### src/rtl/cntinh_pkg.sv
package cntinh_pkg;

   typedef enum logic [1:0] {
      PRIV_U   = 2'b00,
      PRIV_S   = 2'b01,
      PRIV_RSV = 2'b10,
      PRIV_M   = 2'b11
   } priv_e;

   typedef enum logic [1:0] {
      TGT_NONE = 2'd0,
      TGT_MACH = 2'd1,
      TGT_SUP  = 2'd2
   } tgt_e;

   typedef struct packed {
      tgt_e tgt;
      logic ok;
      logic illegal;
      logic virt_exc;
   } acc_dec_t;

endpackage

### src/rtl/cntinh_decode.sv
module cntinh_decode
   import cntinh_pkg::*;
#(
   parameter int unsigned ADDR_W    = 12,
   parameter logic [ADDR_W-1:0] SUP_ADDR  = 12'h120,
   parameter logic [ADDR_W-1:0] MACH_ADDR = 12'h320
) (
   input  logic              valid,
   input  logic [ADDR_W-1:0] addr,
   input  priv_e             priv,
   input  logic              virt,
   input  logic              deleg_en,
   output acc_dec_t          dec
);

   logic is_m, is_s, in_guest;

   assign is_m     = (priv == PRIV_M);
   assign is_s     = (priv == PRIV_S);
   assign in_guest = virt && !is_m;

   always_comb begin
      dec = '{tgt: TGT_NONE, ok: 1'b0, illegal: 1'b0, virt_exc: 1'b0};
      if (valid) begin
         if (addr == MACH_ADDR) begin
            dec.tgt     = TGT_MACH;
            dec.illegal = !is_m;
         end else if (addr == SUP_ADDR) begin
            dec.tgt = TGT_SUP;
            // disabled alias outranks the guest check
            if (!deleg_en)
               dec.illegal = 1'b1;
            else if (in_guest)
               dec.virt_exc = 1'b1;
            else if (!(is_m || is_s))
               dec.illegal = 1'b1;
         end
         dec.ok = (dec.tgt != TGT_NONE) && !dec.illegal && !dec.virt_exc;
      end
   end

endmodule

### src/rtl/cntinh_store.sv
module cntinh_store #(
   parameter int unsigned DATA_W = 32,
   parameter logic [DATA_W-1:0] IMPL_MASK = '1
) (
   input  logic              clk,
   input  logic              rst_n,
   input  logic              wr_mach,
   input  logic              wr_sup,
   input  logic [DATA_W-1:0] wdata,
   input  logic [DATA_W-1:0] mask,
   output logic [DATA_W-1:0] state
);

   logic unused_bits;
   assign unused_bits = ^{wdata & ~IMPL_MASK, mask & ~IMPL_MASK};

   for (genvar i = 0; i < DATA_W; i++) begin : g_bit
      if (IMPL_MASK[i]) begin : g_impl
         logic q;
         always_ff @(posedge clk or negedge rst_n) begin
            if (!rst_n)
               q <= 1'b0;
            else if (wr_mach || (wr_sup && mask[i]))
               q <= wdata[i];
         end
         assign state[i] = q;
      end else begin : g_tied
         assign state[i] = 1'b0;
      end
   end

endmodule

### src/rtl/cntinh_rdmux.sv
module cntinh_rdmux
   import cntinh_pkg::*;
#(
   parameter int unsigned DATA_W = 32
) (
   input  acc_dec_t          dec,
   input  logic [DATA_W-1:0] state,
   input  logic [DATA_W-1:0] mask,
   output logic [DATA_W-1:0] rdata
);

   always_comb begin
      rdata = '0;
      if (dec.ok) begin
         unique case (dec.tgt)
            TGT_MACH: rdata = state;
            TGT_SUP:  rdata = state & mask;
            default:  rdata = '0;
         endcase
      end
   end

endmodule

### src/rtl/cntinh_alias.sv
module cntinh_alias
   import cntinh_pkg::*;
#(
   parameter int unsigned DATA_W         = 32,
   parameter int unsigned NUM_CNT        = 32,
   parameter int unsigned ADDR_W         = 12,
   parameter int unsigned TIMER_BIT      = 1,
   parameter bit          HARDWIRE_TIMER = 1'b1,
   parameter logic [ADDR_W-1:0] SUP_ADDR  = 12'h120,
   parameter logic [ADDR_W-1:0] MACH_ADDR = 12'h320
) (
   input  logic              clk,
   input  logic              rst_n,
   input  logic              acc_valid,
   input  logic              acc_write,
   input  logic [ADDR_W-1:0] acc_addr,
   input  logic [DATA_W-1:0] acc_wdata,
   input  logic [1:0]        priv_mode,
   input  logic              virt_mode,
   input  logic              deleg_en,
   input  logic [DATA_W-1:0] deleg_mask,
   output logic [DATA_W-1:0] acc_rdata,
   output logic              acc_illegal,
   output logic              acc_virtual,
   output logic [DATA_W-1:0] inhibit_o
);

   localparam logic [DATA_W-1:0] ONE       = DATA_W'(1);
   localparam logic [DATA_W-1:0] CNT_FIELD =
      (NUM_CNT >= DATA_W) ? '1 : ((ONE << NUM_CNT) - ONE);
   localparam logic [DATA_W-1:0] IMPL_MASK =
      HARDWIRE_TIMER ? (CNT_FIELD & ~(ONE << TIMER_BIT)) : CNT_FIELD;

   if (NUM_CNT < 3 || NUM_CNT > DATA_W) begin : g_chk_cnt
      $error("cntinh_alias: NUM_CNT must lie in 3..DATA_W");
   end
   if (TIMER_BIT >= NUM_CNT) begin : g_chk_tmr
      $error("cntinh_alias: TIMER_BIT out of range");
   end
   if (SUP_ADDR == MACH_ADDR) begin : g_chk_addr
      $error("cntinh_alias: the two CSR addresses must differ");
   end

   acc_dec_t          dec;
   logic              wr_mach, wr_sup;
   logic [DATA_W-1:0] state;

   cntinh_decode #(
      .ADDR_W   (ADDR_W),
      .SUP_ADDR (SUP_ADDR),
      .MACH_ADDR(MACH_ADDR)
   ) u_decode (
      .valid   (acc_valid),
      .addr    (acc_addr),
      .priv    (priv_e'(priv_mode)),
      .virt    (virt_mode),
      .deleg_en(deleg_en),
      .dec     (dec)
   );

   assign wr_mach = acc_write && dec.ok && (dec.tgt == TGT_MACH);
   assign wr_sup  = acc_write && dec.ok && (dec.tgt == TGT_SUP);

   cntinh_store #(
      .DATA_W   (DATA_W),
      .IMPL_MASK(IMPL_MASK)
   ) u_store (
      .clk    (clk),
      .rst_n  (rst_n),
      .wr_mach(wr_mach),
      .wr_sup (wr_sup),
      .wdata  (acc_wdata),
      .mask   (deleg_mask),
      .state  (state)
   );

   cntinh_rdmux #(
      .DATA_W(DATA_W)
   ) u_rdmux (
      .dec  (dec),
      .state(state),
      .mask (deleg_mask),
      .rdata(acc_rdata)
   );

   assign acc_illegal = dec.illegal;
   assign acc_virtual = dec.virt_exc;
   assign inhibit_o   = state;

endmodule

### config.mk
export PLATFORM = sky130hd
export DESIGN_NAME = cntinh_alias
export DESIGN_NICKNAME = d
export VERILOG_FILES = /design/src/rtl/cntinh_pkg.sv /design/src/rtl/cntinh_decode.sv /design/src/rtl/cntinh_store.sv /design/src/rtl/cntinh_rdmux.sv /design/src/rtl/cntinh_alias.sv
export SDC_FILE = /design/constraint.sdc
export NUM_CORES = 1
export LEC_CHECK = 0
export ABC_AREA = 1
export ABC_CLOCK_PERIOD_IN_PS = 5340
export BUFFER_PORTS_ARGS = -buffer_cell sky130_fd_sc_hd__buf_2
export CAP_MARGIN = 30
export CORE_MARGIN = 2
export CORE_UTILIZATION = 50
export DETAILED_ROUTE_END_ITERATION = 6
export GPL_TIMING_DRIVEN = 0
export PLACE_DENSITY = 0.88
export SLEW_MARGIN = 20
export SYNTH_ARGS = -nofsm -noshare
export SYNTH_HDL_FRONTEND = slang
export SYNTH_SLANG_ARGS = --single-unit
### constraint.sdc
create_clock -name clk -period 5.34 [get_ports clk]
set_clock_uncertainty 0.15 [all_clocks]
set_input_delay 1.335 -clock clk [delete_from_list [all_inputs] [get_ports clk]]
set_output_delay 1.335 -clock clk [all_outputs]
set_load 0.1 [all_outputs]
## Word-level counts from Yosys, hierarchy flattened

Index checks and enable logic that the tools add are counted.

| storage, ports and cells | value |
|---|---|
| bits in registers | 31 |
| output and inout bits | 66 |
| logic and storage cells | 127 |

| cells by class | value |
|---|---|
| eq/ne operators | 6 |
| muxes and demuxes | 16 |
| bitwise logic cells | 1 |
| reduce and logical (&&, ||, !) cells | 73 |

Operators by type and width:

| cell | number |
|---|---|
| $pmux W32 S2 | 1 |
| $logic_and A1 B1 Y1 | 37 |
| $and A32 B32 Y32 | 1 |
| $logic_or A1 B1 Y1 | 32 |
| $mux W32 | 1 |
| $eq A12 B10 Y1 const B | 1 |
| $eq A12 B9 Y1 const B | 1 |
| $mux W1 | 9 |
| $mux W2 | 4 |
| $mux W5 | 1 |
| $eq A2 B1 Y1 const B | 2 |
| $eq A2 B2 Y1 const B | 2 |
| $logic_not A1 Y1 | 3 |
| $reduce_bool A2 Y1 | 1 |

## Longest topological paths before layout

Gate-level depths: netlist of the first run.

| depth | value |
|---|---|
| depth in word-level cells | 16 |
| mapped depth | 12 |

## Modules after synthesis

A second synthesis of the first run with hierarchy kept.

| unflattened totals | value |
|---|---|
| cells, all modules | 379 |
| area total of the unflattened synthesis | 2,459.9 um^2 |

By module, submodules not included:

| module | instances | cells an instance | area each (um^2) | sequential area each (um^2) |
|---|---|---|---|---|
| cntinh_store | 1 | 229 | 1,715.4 | 775.7 |
| cntinh_rdmux | 1 | 113 | 571.8 | 0.0 |
| cntinh_decode | 1 | 30 | 146.4 | 0.0 |
| cntinh_alias | 1 | 7 | 26.3 | 0.0 |

## Worst setup path after synthesis of the first run

OpenSTA, ideal clock, no wires.

| path | value |
|---|---|
| kind | input-to-output |
| from | input acc_addr[5] |
| to | output acc_rdata[17] |
| arrival time | 4.201 ns |
| slack | -0.346 ns |
| cell stages on the path | 9 |
| buffers on the path | 2 |
| cells stage by stage | inv_1 nor2_1 nand2_1 nor2_4 nand3_1 nand3_2 buf_2 buf_2 nor3_1 |

| on the way | value |
|---|---|
| cells in the longest elaborated chain, start to end | 9 |

RTL lines:

| element | line | source |
|---|---|---|
| start, declared | cntinh_alias.sv:16 | `input logic [ADDR_W-1:0] acc_addr,` |
| $eq A12 B9 Y1 | cntinh_decode.sv:28 | `end else if (addr == SUP_ADDR) begin` |
| $mux W2 | cntinh_decode.sv:28 |  |
| $mux W2 or $mux W1 (tied branches) | cntinh_decode.sv:25 | `if (addr == MACH_ADDR) begin` |
| $mux W2 or $mux W1 (tied branches) | cntinh_decode.sv:24 | `if (valid) begin` |
| $reduce_bool A2 Y1 or $logic_not A1 Y1 (tied branches) | cntinh_decode.sv:38 | `dec.ok = (dec.tgt != TGT_NONE) && !dec.illegal && !dec.virt_exc;` |
| $logic_and A1 B1 Y1 (2 in a row) | cntinh_decode.sv:38 |  |
| $mux W5 (*) | cntinh_decode.sv:24 |  |
| $mux W32 (*) | cntinh_rdmux.sv:14 | `if (dec.ok) begin` |
| end, declared | cntinh_alias.sv:22 | `output logic [DATA_W-1:0] acc_rdata,` |

Mark *: on every way between the ends. The rest lies on a longest branch, timed or not. The select of a mux whose other input is x is not followed.

## Worst setup path in the final report of the first run

| path | value |
|---|---|
| from | input acc_addr[3] |
| to | output acc_rdata[8] |

The elaborated chain is that of the path after synthesis.

==> key figures, run 1 <==
Power
  – P_leak: around 0.0023 uW
  – Worst vdd ir: roughly 0.12 mV
  – Tot Pwr: 525 uW
  – Power per cell area: ~140 nW/um^2
  – Comb pwr share: between 10% and 20%
  – Clock power frac: about two fifths
  – Internal power: about 380 uW
  – Sw power: 140 uW
  – Register share of total power: approximately 45%
  – Sw frac: around a quarter

Synthesis
  – Yosys top cell by area: dfrtp_1
  – Sequential-to-total area share from yosys stat: 27.2%
  – Yosys warning count: 0
  – Cell area after synthesis: 2850 sq um
  – Fraction of registers with async set/reset: 100%
  – Top_reg_cell synth: dfrtp_1
  – Syn Inst Count: approximately 460
  – Synth top cells by count: inv_1, nand2_1, nand4_1, buf_4, dfrtp_1
  – Count leader, synth: inv_1
  – Syn avg cell area: around 6.2 sq um
  – Top-area cell type share of the netlist area: 27.2%
  – Synth unique cells: 19
  – Synth top area cells: dfrtp_1, inv_1, nand2_1
  – #FFs+latches synth: 31
  – Post-synth EDFFs: 0

STA
  – Final Cycle Share: about nine tenths
  – Relative slew slack: 50.8%
  – Slew @ Worst Pin: between 0.7 and 0.8 ns
  – RSZ-0062 raised after global routing: false
  – # setup viols final: 0
  – Slew Limit Fails: 0
  – Final min period: 4.72 ns
  – Final hold vios: 0
  – Final hold slack: between 0.4 and 0.5 ns
  – Max frequency: 0.212 GHz

CTS
  – CTS tree: built
  – CTS buffer count: 5
  – Clock latency on the worst-skew pair: between 0.2 and 0.3 ns
  – Cts hold-fix bufs: 0
  – Worst-path clk slew: roughly 0.070 ns
  – CTS resizes: 0
  – Setup repair bufs after CTS: 0
  – Clock Sink Count: 31
  – H-tree lvl count: 2
  – Max clock buf depth: 2
  – CTS root buffer: clkbuf_8

Drt
  – Via count: approximately 3500
  – Drt drc: 0
  – Drt total wl: 8.53 mm
  – Avg Vias per Cell: slightly above 5
  – Post-DRT Antenna Nets: 0
  – Starting DRT DRC Count: around 220
  – Drt first pass iters: 5
  – Wirelength per Cell: roughly 12 um

Worst setup path
  – Element type at the critical path end: output port
  – Worst reg-to-reg path cell count: 4
  – R2R Setup Slk: approximately 4.5 ns
  – Critical Path Source Type: primary input
  – Crit-path cells: buf_2 -> nor2_1 -> nand2_1 -> nor2_4 -> nand3_1 -> nand2_2 -> clkbuf_1 -> nand3_1 -> nor2_1 -> buf_2
  – Arrival @ worst endpoint: around 3.2 ns
  – Crit Path Category: in -> out
  – Top Family by Delay on Critical Path: simple AND/OR/NAND/NOR gates
  – Critical path depth: 10
  – CP required: roughly 3.9 ns
  – Buf/Inv on CP: 3
  – FF-to-FF End: u_store.g_bit[18].g_impl.q$_DFFE_PN0P_
  – Crit-path max FO: 10
  – Critical Path Slowest Stage Cell: buf_2
  – Crit-path max cell delay: ~0.44 ns
  – Reg2reg start: u_store.g_bit[18].g_impl.q$_DFFE_PN0P_
  – Critical path startpoint: acc_addr[3]
  – CP endpoint: acc_rdata[8]

Floorplan
  – Row count: 27
  – Initial cell density of the core: approximately half
  – Die ar.: about 6300 sq um
  – Core Box Area: 5510 sq um
  – DIE WIDTH: 79.5 um
  – Die H: 79.5 um
  – Num ports: 150

GRT
  – First-pass GRT wire length: 13.8 mm
  – Vias in the first global route: roughly 3200
  – Initial antenna violation count: 0
  – Tot GR Track Use: a little over a quarter
  – Largest net degree at the start of global routing: 32
  – Grt total ovfl: 0

Finish
  – Largest reg by FF count: u_store.g_bit.g_impl.q
  – Fraction of layout cells with a size suffix above 1: approximately 34%
  – Number of flip-flops under the largest register name: 31
  – Top Registers: u_store.g_bit.g_impl.q x31
  – N_diodes: 0
  – Nets@finish: about 700
  – Syn-to-layout area delta: 32.8%

Placed design
  – PortBufs: 144
  – RD Place Congestion: roughly 0.95
  – HPWL Detailed: about 6.5 mm

Worst hold path
  – Hold WC Path Type: reg -> reg

Status
  – Outcome: complete, no violations

Run
  – Maxcap violations: 0
[cells by family after synthesis]
logic type | synth area share, %
flops | 27.2
compound gates | 6.58
simple gates | 37.2
other cells | 0.131
buf+inv | 28.9
[worst min-delay path by stage]
stage | slack [ns] | cells past startpoint | from | endpoint
4_1_cts | 0.42 | 4 | u_store.g_bit[30].g_impl.q$_DFFE_PN0P_ | u_store.g_bit[30].g_impl.q$_DFFE_PN0P_
5_1_grt | 0.46 | 4 | u_store.g_bit[30].g_impl.q$_DFFE_PN0P_ | u_store.g_bit[30].g_impl.q$_DFFE_PN0P_
3_5_place_dp | 0.40 | 4 | u_store.g_bit[30].g_impl.q$_DFFE_PN0P_ | u_store.g_bit[30].g_impl.q$_DFFE_PN0P_
2_1_floorplan | 0.37 | 4 | u_store.g_bit[0].g_impl.q$_DFFE_PN0P_ | u_store.g_bit[0].g_impl.q$_DFFE_PN0P_
6_report | 0.41 | 4 | u_store.g_bit[17].g_impl.q$_DFFE_PN0P_ | u_store.g_bit[17].g_impl.q$_DFFE_PN0P_
3_3_place_gp | 0.39 | 4 | u_store.g_bit[21].g_impl.q$_DFFE_PN0P_ | u_store.g_bit[21].g_impl.q$_DFFE_PN0P_
[metrics by stage]
step / setup slack [ns] / cell area [sq um] / util, % / cells / setup TNS (ns)
after floorplan: -0.346 / 2880 / - / 460 / -5.27
after global placement: 0.706 / 3690 / 67.0 / 676 / 0
after detailed placement: 0.643 / 3690 / 67.0 / 676 / 0
after CTS: 0.628 / 3790 / 68.8 / 684 / 0
after global routing: 0.349 / 3790 / 68.8 / 684 / 0
final: 0.617 / 3790 / 68.8 / 684 / 0
[worst reg2reg max path: stages (launching register included)]
cell and delay [ns]:
dfrtp_1 0.39, inv_1 0.09, nand2_1 0.06, nand2_1 0.05
inv_1 0.04
[power by group through the flow]
stage	clock (uW)	combinational [uW]	sequential [uW]
2_1_floorplan	0	39.5	240
3_3_place_gp	0	82.1	240
3_5_place_dp	0	83.6	240
4_1_cts	207	83.9	236
5_1_grt	219	92.9	235
6_report	205	84.4	236
[layout make-up]
type	instances	area (sq um)
Clock buffer	8	100
Fill cell	512	1720
Multi-Input combinational cell	248	1280
Tap cell	72	90.1
Buffer	60	370
Inverter	121	454
Sequential cell	31	776
Timing Repair Buffer	144	721
[layer usage]
layer	share of wire (%)	global-route usage (%)	vias up
met3	6.8	4.98	18
met5	0	0	-
met4	2.2	11.0	0
met1	41	34.3	1583
met2	50	45.9	152
li1	-	-	1702
[cells in the final DEF (no fill, tap or decap), drive strengths merged]
cell / synthesis / layout
buf: 44 / 188
nand2: 102 / 102
dfrtp: 31 / 31
nor3: 20 / 20
o2111ai: 20 / 20
inv: 121 / 121
nand3: 17 / 17
nor2: 32 / 32
clkbuf: 16 / 24
nand4: 42 / 42
nand3b: 11 / 11
o21ai: 1 / 1
a21boi: 1 / 1
conb: 1 / 2
(Power assumes the default switching activity.)
==> inputs of run 2 (changes only) <==
--- a/config.mk
+++ b/config.mk
@@ -9,11 +9,13 @@
 export ABC_CLOCK_PERIOD_IN_PS = 5340
 export BUFFER_PORTS_ARGS = -buffer_cell sky130_fd_sc_hd__buf_2
 export CAP_MARGIN = 30
+export CELL_PAD_IN_SITES_DETAIL_PLACEMENT = 0
+export CELL_PAD_IN_SITES_GLOBAL_PLACEMENT = 1
 export CORE_MARGIN = 2
-export CORE_UTILIZATION = 50
+export CORE_UTILIZATION = 32
 export DETAILED_ROUTE_END_ITERATION = 6
 export GPL_TIMING_DRIVEN = 0
-export PLACE_DENSITY = 0.88
+export PLACE_DENSITY = 0.86
 export SLEW_MARGIN = 20
 export SYNTH_ARGS = -nofsm -noshare
 export SYNTH_HDL_FRONTEND = slang
==> run 2 against run 1 <==
- flip-flop and latch count is the same
- highest routed layer unchanged
- maximum frequency grew 0.70%
- critical path depth is the same
- final area grew 1.2%
- power grew 1.8%
- non-clock buffer count is the same
- sequential power is essentially flat
- largest cell class unchanged
==> key figures, run 2 (synthesis results as in run 1) <==
Worst hold path
  – Hold path depth: 4
  – Hold endpoint: u_store.g_bit[20].g_impl.q$_DFFE_PN0P_
  – Hold Crit Start: u_store.g_bit[20].g_impl.q$_DFFE_PN0P_
  – Hold WC Path Type: reg -> reg

GRT
  – GR Util met1: between 20% and 30%
  – Met3 Use GR: between 3 and 4%
  – Gr busiest metal: met2
  – Initial antenna violation count: 0
  – First-pass GRT wire length: ~15 mm
  – Largest net degree at the start of global routing: 32
  – Grt total ovfl: 0
  – Met2 usage: about a third
  – Vias in the first global route: 3133
  – Tot GR Track Use: about a fifth

Worst setup path
  – Crit Path Category: in -> out
  – Critical Path Source Type: primary input
  – Element type at the critical path end: output port
  – CP required: between 3 and 4 ns
  – Worst reg-to-reg path cell count: 4
  – Arrival @ worst endpoint: 3.21 ns
  – R2R Setup Slk: approximately 4.5 ns
  – Critical path startpoint: acc_addr[3]
  – Crit-path max FO: 10
  – FF-to-FF End: u_store.g_bit[15].g_impl.q$_DFFE_PN0P_
  – Reg2reg start: u_store.g_bit[15].g_impl.q$_DFFE_PN0P_

CTS
  – CTS root buffer: clkbuf_8
  – CTS tree: built
  – CTS buffer count: 5
  – CTS resizes: 0
  – Worst-path clk slew: about 0.070 ns
  – Max clock buf depth: 2
  – Clock latency on the worst-skew pair: 0.29 ns
  – H-tree lvl count: 2
  – Cts hold-fix bufs: 0
  – Setup repair bufs after CTS: 0
  – Clock Sink Count: 31

Floorplan
  – Die ar.: 9690 sq um
  – Row count: 34
  – Core Box Area: just under 9000 sq um
  – Die H: 98.4 um
  – DIE WIDTH: a little under 100 um
  – Initial cell density of the core: between 30% and 40%
  – Num ports: 150

Placed design
  – RD Place Congestion: between 0.8 and 0.9
  – HPWL Detailed: approximately 7.2 mm
  – PortBufs: 144
  – Cells after DPL: ~710

Finish
  – Top Registers: u_store.g_bit.g_impl.q x31
  – Nets@finish: 695
  – Fraction of layout cells with a size suffix above 1: 33.7%
  – Largest reg by FF count: u_store.g_bit.g_impl.q
  – Most common cell after layout, fill and taps aside: buf_2
  – Number of flip-flops under the largest register name: 31
  – Fill cell count: ~980
  – Non-Filler Instances: a little over 700
  – Syn-to-layout area delta: 34.3%
  – Most frequent cells in the layout: buf_2, inv_1, nand2_1
  – N_diodes: 0

Drt
  – Drt drc: 0
  – Starting DRT DRC Count: 131
  – Wirelength per Cell: 13.1 um
  – Avg Vias per Cell: 4.69
  – Drt total wl: 9.44 mm
  – Via count: between 3000 and 4000
  – Drt first pass iters: 5
  – Post-DRT Antenna Nets: 0

STA
  – Max frequency: 0.213 GHz
  – Slew Limit Fails: 0
  – Final Cycle Share: 87.8%
  – RSZ-0062 raised after global routing: false
  – Final hold slack: between 0.4 and 0.5 ns
  – Final min period: roughly 4.7 ns
  – Relative slew slack: between 40% and 50%
  – Slew @ Worst Pin: 0.785 ns
  – # setup viols final: 0
  – Final hold vios: 0

Status
  – Outcome: complete, no violations

Run
  – Maxcap violations: 0

Power
  – Worst vdd ir: around 0.08 mV
  – P_leak: between 0.002 and 0.0025 uW
  – Power per cell area: around 140 nW/um^2
[run 2: cell counts in the layout (fill, tap and decap cells not counted)]
No cell type changed its count.
[run 2: through the flow]
step | total power [uW] | utilization (%) | area [sq um] | setup slack [ns] | setup TNS, ns
3_5_place_dp | 326 | 43.0 | 3730 | 0.652 | 0
6_report | 534 | 44.2 | 3830 | 0.650 | 0
2_1_floorplan | 279 | - | 2880 | -0.346 | -5.27
3_3_place_gp | 325 | 43.0 | 3730 | 0.664 | 0
5_1_grt | 561 | 44.2 | 3830 | 0.455 | 0
4_1_cts | 541 | 44.2 | 3830 | 0.653 | 0
[run 2: layout make-up]
type,count,area [sq um],share of cell area (%)
Clock buffer,8,100,2.61
Timing Repair Buffer,144,721,18.8
Buffer,60,370,9.66
Tap cell,108,135,3.53
Multi-Input combinational cell,248,1280,33.3
Sequential cell,31,776,20.2
Inverter,121,454,11.9
[run 2: where the power goes]
group,switching (uW),total [uW],internal (uW),leakage (uW)
combinational,54.7,86.2,31.6,0.00194
sequential,0.307,235,235,0.000271
clock,94.8,212,118,0.0000515
total,150,534,384,0.00227
[run 2: worst max path at each step]
| stage | slack [ns] | cells past startpoint | to |
|---|---|---|---|
| after floorplan | -0.35 | 9 | acc_rdata[17] |
| after global placement | 0.66 | 10 | acc_rdata[29] |
| after detailed placement | 0.65 | 12 | acc_rdata[29] |
| after CTS | 0.65 | 12 | acc_rdata[29] |
| after global routing | 0.46 | 10 | acc_rdata[29] |
| final | 0.65 | 10 | acc_rdata[29] |
[run 2: critical path, cell delays in order]
cell      delay, ns
buf_2          0.10
nor2_1         0.09
nand2_1        0.09
nor2_4         0.19
nand3_2        0.15
nand2_2        0.16
clkbuf_1       0.37
nand3_1        0.13
nor2_1         0.16
buf_2          0.44
[run 2: layer usage]
layer	vias to the layer above	part of all wire (%)
met3	11	5.9
met2	117	49
met4	0	1.6
met1	1545	44
li1	1701	-
met5	-	0
